### config.mk
export PLATFORM = sky130hd
export DESIGN_NAME = frame_offset_meter
export DESIGN_NICKNAME = d
export VERILOG_FILES = /design/src/rtl/fom_pkg.sv /design/src/rtl/fom_edge_sampler.sv /design/src/rtl/fom_counter.sv /design/src/rtl/fom_ctrl.sv /design/src/rtl/frame_offset_meter.sv
export SDC_FILE = /design/constraint.sdc
export NUM_CORES = 1
export LEC_CHECK = 0
export ABC_AREA = 0
export BUFFER_PORTS_ARGS = -buffer_cell sky130_fd_sc_hd__buf_2
export CAP_MARGIN = 20
export CORE_MARGIN = 2
export CORE_UTILIZATION = 39
export CTS_BUF_LIST = sky130_fd_sc_hd__clkbuf_8
export CTS_CLUSTER_DIAMETER = 100
export CTS_CLUSTER_SIZE = 25
export DETAILED_ROUTE_END_ITERATION = 10
export SETUP_SLACK_MARGIN = 0.02
export SLEW_MARGIN = 20
export SYNTH_ARGS = -nofsm -noshare
export SYNTH_HDL_FRONTEND = slang
export SYNTH_SLANG_ARGS = --single-unit
export TNS_END_PERCENT = 30
### constraint.sdc
create_clock -name clk_i -period 4.3 [get_ports clk_i]
set_input_delay 0.86 -clock clk_i [delete_from_list [all_inputs] [get_ports clk_i]]
set_output_delay 0.86 -clock clk_i [all_outputs]
set_load 0.01 [all_outputs]
### src/rtl/fom_pkg.sv
package fom_pkg;
  typedef enum logic [1:0] {
    ST_IDLE  = 2'd0,
    ST_ARMED = 2'd1,
    ST_COUNT = 2'd2
  } fom_state_e;
endpackage

### src/rtl/fom_edge_sampler.sv
module fom_edge_sampler (
  input  logic clk_i,
  input  logic rst_ni,
  input  logic eval_i,
  output logic hit_o,
  output logic hit_high_o
);
  logic eval_pos_q;
  logic eval_neg_q;

  // falling-edge sample reflects the level at the end of the high phase
  always_ff @(negedge clk_i or negedge rst_ni) begin
    if (!rst_ni) eval_neg_q <= 1'b0;
    else         eval_neg_q <= eval_i;
  end

  always_ff @(posedge clk_i or negedge rst_ni) begin
    if (!rst_ni) eval_pos_q <= 1'b0;
    else         eval_pos_q <= eval_i;
  end

  assign hit_o      = !eval_pos_q && (eval_neg_q || eval_i);
  assign hit_high_o = eval_neg_q;
endmodule

### src/rtl/fom_counter.sv
module fom_counter #(
  parameter int CNT_W = 11
) (
  input  logic             clk_i,
  input  logic             rst_ni,
  input  logic             clr_i,
  input  logic             inc_i,
  output logic [CNT_W-1:0] cnt_o,
  output logic             at_max_o
);
  localparam logic [CNT_W-1:0] CntMax = '1;

  logic [CNT_W-1:0] cnt_q;

  always_ff @(posedge clk_i or negedge rst_ni) begin
    if (!rst_ni)               cnt_q <= '0;
    else if (clr_i)            cnt_q <= '0;
    else if (inc_i && !at_max_o) cnt_q <= cnt_q + 1'b1;
  end

  assign cnt_o    = cnt_q;
  assign at_max_o = (cnt_q == CntMax);

  assert_cnt_step_R4: assert property (@(posedge clk_i) disable iff (!rst_ni)
    (inc_i && !clr_i && !at_max_o) |=> (cnt_q == $past(cnt_q) + 1'b1));
endmodule

### src/rtl/fom_ctrl.sv
module fom_ctrl
  import fom_pkg::*;
#(
  parameter int CNT_W = 11
) (
  input  logic             clk_i,
  input  logic             rst_ni,
  input  logic             start_i,
  input  logic             frame_pulse_i,
  input  logic             hit_i,
  input  logic             hit_high_i,
  input  logic [CNT_W-1:0] cnt_i,
  input  logic             at_max_i,
  output logic             cnt_clr_o,
  output logic             cnt_inc_o,
  output logic [CNT_W-1:0] count_o,
  output logic             phase_o,
  output logic             done_o
);
  fom_state_e       state_q;
  logic             start_q;
  logic             start_rise;
  logic [CNT_W-1:0] count_q;
  logic             phase_q;
  logic             done_q;

  assign start_rise = start_i && !start_q;
  assign cnt_clr_o  = start_rise || (state_q == ST_ARMED && frame_pulse_i);
  assign cnt_inc_o  = (state_q == ST_COUNT) && !hit_i;

  always_ff @(posedge clk_i or negedge rst_ni) begin
    if (!rst_ni) begin
      start_q <= 1'b0;
      state_q <= ST_IDLE;
      count_q <= '0;
      phase_q <= 1'b0;
      done_q  <= 1'b0;
    end else begin
      start_q <= start_i;
      if (start_rise) begin
        state_q <= ST_ARMED;
        count_q <= '0;
        phase_q <= 1'b0;
        done_q  <= 1'b0;
      end else begin
        unique case (state_q)
          ST_ARMED: if (frame_pulse_i) state_q <= ST_COUNT;
          ST_COUNT: begin
            if (hit_i) begin
              count_q <= cnt_i;
              phase_q <= hit_high_i;
              done_q  <= 1'b1;
              state_q <= ST_IDLE;
            end else if (at_max_i) begin
              count_q <= '1;
              phase_q <= 1'b0;
              done_q  <= 1'b1;
              state_q <= ST_IDLE;
            end
          end
          default: state_q <= ST_IDLE;
        endcase
      end
    end
  end

  assign count_o = count_q;
  assign phase_o = phase_q;
  assign done_o  = done_q;

  assert_clear_on_start_R2: assert property (@(posedge clk_i) disable iff (!rst_ni)
    start_rise |=> (!done_o && count_o == '0 && !phase_o));

  assert_hold_result_R6: assert property (@(posedge clk_i) disable iff (!rst_ni)
    (done_o && !start_rise) |=> (done_o && $stable(count_o) && $stable(phase_o)));

  assert_saturate_R7: assert property (@(posedge clk_i) disable iff (!rst_ni)
    (state_q == ST_COUNT && at_max_i && !hit_i && !start_rise) |=>
      (done_o && (&count_o) && !phase_o));

  assert_done_from_count_R4: assert property (@(posedge clk_i) disable iff (!rst_ni)
    $rose(done_o) |-> ($past(state_q) == ST_COUNT));
endmodule

### src/rtl/frame_offset_meter.sv
module frame_offset_meter #(
  parameter int CNT_W = 11
) (
  input  logic             clk_i,
  input  logic             rst_ni,
  input  logic             start_i,
  input  logic             frame_pulse_i,
  input  logic             eval_i,
  output logic [CNT_W-1:0] count_o,
  output logic             phase_o,
  output logic             done_o
);
  logic             hit;
  logic             hit_high;
  logic             cnt_clr;
  logic             cnt_inc;
  logic             at_max;
  logic [CNT_W-1:0] cnt;

  fom_edge_sampler i_sampler (
    .clk_i      (clk_i),
    .rst_ni     (rst_ni),
    .eval_i     (eval_i),
    .hit_o      (hit),
    .hit_high_o (hit_high)
  );

  fom_counter #(.CNT_W(CNT_W)) i_counter (
    .clk_i    (clk_i),
    .rst_ni   (rst_ni),
    .clr_i    (cnt_clr),
    .inc_i    (cnt_inc),
    .cnt_o    (cnt),
    .at_max_o (at_max)
  );

  fom_ctrl #(.CNT_W(CNT_W)) i_ctrl (
    .clk_i         (clk_i),
    .rst_ni        (rst_ni),
    .start_i       (start_i),
    .frame_pulse_i (frame_pulse_i),
    .hit_i         (hit),
    .hit_high_i    (hit_high),
    .cnt_i         (cnt),
    .at_max_i      (at_max),
    .cnt_clr_o     (cnt_clr),
    .cnt_inc_o     (cnt_inc),
    .count_o       (count_o),
    .phase_o       (phase_o),
    .done_o        (done_o)
  );
endmodule

After elaboration in Yosys (flattened, before gate mapping)
Index checks and enable logic that the tools add are counted.

Reductions and logical operators: 16. Add/subtract/negate cells: 1. Multiplexer cells: 19. Equality and inequality tests: 5.

Operator list (number): $mux 11 (6); $add 11x1->11 const B (1); $eq 11x11->1 const B (1); $mux 1 (8); $mux 2 (4); $logic_and 1x1->1 (5); $logic_not 1->1 (4); $ne 4x2->1 const B (1); $pmux 2 s2 (1); $reduce_and 2->1 (2); $reduce_bool 2->1 (2); $ne 3x2->1 const B (1); $reduce_bool 3->1 (1); $eq 2x1->1 const B (1); $eq 2x2->1 const B (1); $logic_or 1x1->1 (2).

Bits in registers: 29. Input port bits: 5. Output and inout port bits: 13.

Longest topological paths before layout
Depth after elaboration: 7. Depth in mapped cells: 7.

Hierarchy
Synthesis repeated with hierarchy kept, for this count alone.

Cells, all modules: 113. Area, all modules: 1333.8 um2.

By module, submodules not included: fom_ctrl (cells an instance 48, area each 664.4 um2, instances 1, seq. area each 400.4 um2); fom_counter (cells an instance 62, area each 609.3 um2, instances 1, seq. area each 275.3 um2); fom_edge_sampler (cells an instance 3, area each 60.1 um2, instances 1, seq. area each 50.0 um2).

==> metrics.txt <==
outcome finished, final reports clean; vias in the first global route 1060; layout cells sized above 1 25.9%; die span in y 62.9 um; initial antenna violation count 0; pre-CTS setup slack 0.491 ns; gr usage total 15.9%; setup bufs post-CTS 0; initial drt markers 53; Synth Register Bits 29; total negative slack 0 ns; first-pass detailed-route iteration total 4; Layout area overhead 14.4%; Synth Instances 126; Cell Area, Synth 0.00135 sq mm; overall power 0.574 mW; Avg Synthesized Cell Area 10.7 sq um; crit path from i_sampler.hit_high_o; port bufs 17; clk buf depth 2; H-tree lvl count 2; flop2flop setup slack 0.47 ns; Post-synth EDFFs 0; placed insts 185; Synth top area share 51.9%; syn_nets 132; Netlist cell types 33; leading cell types by count after synthesis dfrtp_1, nor2_1, a21oi_1, o2bb2ai_1, o31ai_1; DR top layer met4; CTS tree built; M1 WL 1350 um; post-route cell area 0.00155 sq mm; final setup violating endpoints 0; Async S/R FF share, synth 100%; Clk Latency, worst-skew pair 0.29 ns; die width 62.9 um; max-slew violation total from the final report 0; PD cells 371 mW/mm^2; Die Footprint 0.00395 sq mm; largest net degree at the start of global routing 29; core area 0.00334 sq mm; Critical Path AT 4.04 ns; Clk Tree Root Cell clkbuf_8; sequential share of the synthesized area 53.7%; CTS resizes 0; count of non-filler cells in the finished layout 193; ANT nets after route 0; RR Startpoint i_sampler.hit_high_o; WL/cell 14.3 um; DRC Markers 0; Congestion Overflow GR 0; fill count 340; Worst Hold Class flop to flop; post-DR vias/cell 5.47; most frequently used flop master after synthesis dfrtp_1; Data required, critical path 4.51 ns; CTS hold repair buffers 0; Hold Fails Final Rpt 0; worst slew pin tran 0.624 ns; peak supply drop 0.155 mV; Final #Nets 152; WL met2 1250 um; top cells by area, synth dfrtp_1, o2bb2ai_1, a21oi_1; I/O pins 18; total CTS buffers 5; num rows 21; crit path to i_counter.cnt_o[3]; Slew headroom 57.9%; Synth area leader dfrtp_1; final wirelength 2770 um; synth warn 0; count leader, synth dfrtp_1; antenna diode count 0; max cap viols 0; R2R Path End i_counter.cnt_o[3]; Num Clock Sinks 29; clk_skew 0.00736 ns; Final WS setup 0.474 ns; element type at the critical path start flop; Area after DPL 0.00146 sq mm; Final Util 46.3%; initial core utilization 40.5%; global-route wire length before repair 4840 um; unrepaired setup endpoints after global routing false; hold wc startpoint i_ctrl.count_o[7]; worst hold slack 0.488 ns; CP Max Fanout 16; routed vias 1055; cells on worst reg2reg path 5; leakage power 0.691 nW; Setup crit end kind flop; crit path kind flop to flop; clk slew on worst S/H paths 0.06 ns; RD Place Congestion 0.754; Met3 Wirelength 117 um; dpl hpwl 1930 um
## power breakdown
group / total, mW / internal [mW] / switching [mW]
Combinational: 0.0645 / 0.0243 / 0.0402
Sequential: 0.297 / 0.288 / 0.00895
Clock: 0.212 / 0.109 / 0.103
Total: 0.574 / 0.421 / 0.152
## worst max-delay path, stage by stage, from the launching register on
cell and delay, ns:
dfrtn_1 0.35, o21bai_2 0.17, o41ai_2 0.15, buf_4 0.22, or4_2 0.55, a21oi_1 0.16
## layout make-up
class	count	area (sq um)	area share, %
sequential	29	726	46.9
multi-input combinational	85	554	35.8
timing repair buffer	20	108	6.96
clock buffer	5	68.8	4.45
tap	46	57.6	3.72
inverter	5	18.8	1.21
clock inverter	3	13.8	0.890
## layer usage
metal / up-vias / global-route usage, %
met1: 523 / 19.8
li1: 509 / -
met3: 6 / 5.95
met4: 0 / 7.50
met5: - / 0
met2: 17 / 24.2
## logic make-up (layout without fill, tap and decap cells)
| group | Yosys count | in the layout | synth area share (%) |
|---|---|---|---|
| simple gates | 44 | 44 | 18.5 |
| compound gates | 40 | 40 | 21.6 |
| flops | 29 | 29 | 53.7 |
| buf+inv | 12 | 33 | 5.28 |
| fa+ha+maj | 1 | 1 | 0.926 |
## cells in the final DEF, fill, tap and decap left out, types with 2 or more instances in the layout
master and instances:
nand3_1 3, o21ai_0 3, clkbuf_8 5, dfrtp_1 28, buf_4 3, inv_1 6
a21oi_1 13, buf_2 17, nor2_1 15, nor2b_1 2, or4_2 2, nand2b_1 2
nand2_1 4, o31ai_1 7, o2bb2ai_1 11, clkinv_2 2, nand4_1 3, or4_1 5
## state kept, by name, indices dropped and copies added (netlist names)
name	count
i_ctrl.done_o	1
i_ctrl.start_q	1
i_sampler.eval_pos_q	1
i_ctrl.count_o	11
i_counter.cnt_o	11
i_ctrl.state_q	2
i_ctrl.phase_o	1
i_sampler.hit_high_o	1
## worst min-delay path by stage
stage	to	slack, ns	depth (start not counted)
finish	i_ctrl.count_o[7]	0.49	1
global route	i_ctrl.count_o[3]	0.51	1
CTS	i_ctrl.count_o[7]	0.49	1
detailed placement	i_ctrl.count_o[7]	0.47	1
global placement	i_ctrl.count_o[8]	0.47	1
floorplan	i_ctrl.state_q[0]	0.51	2
Power figures use the tool's default switching activity.
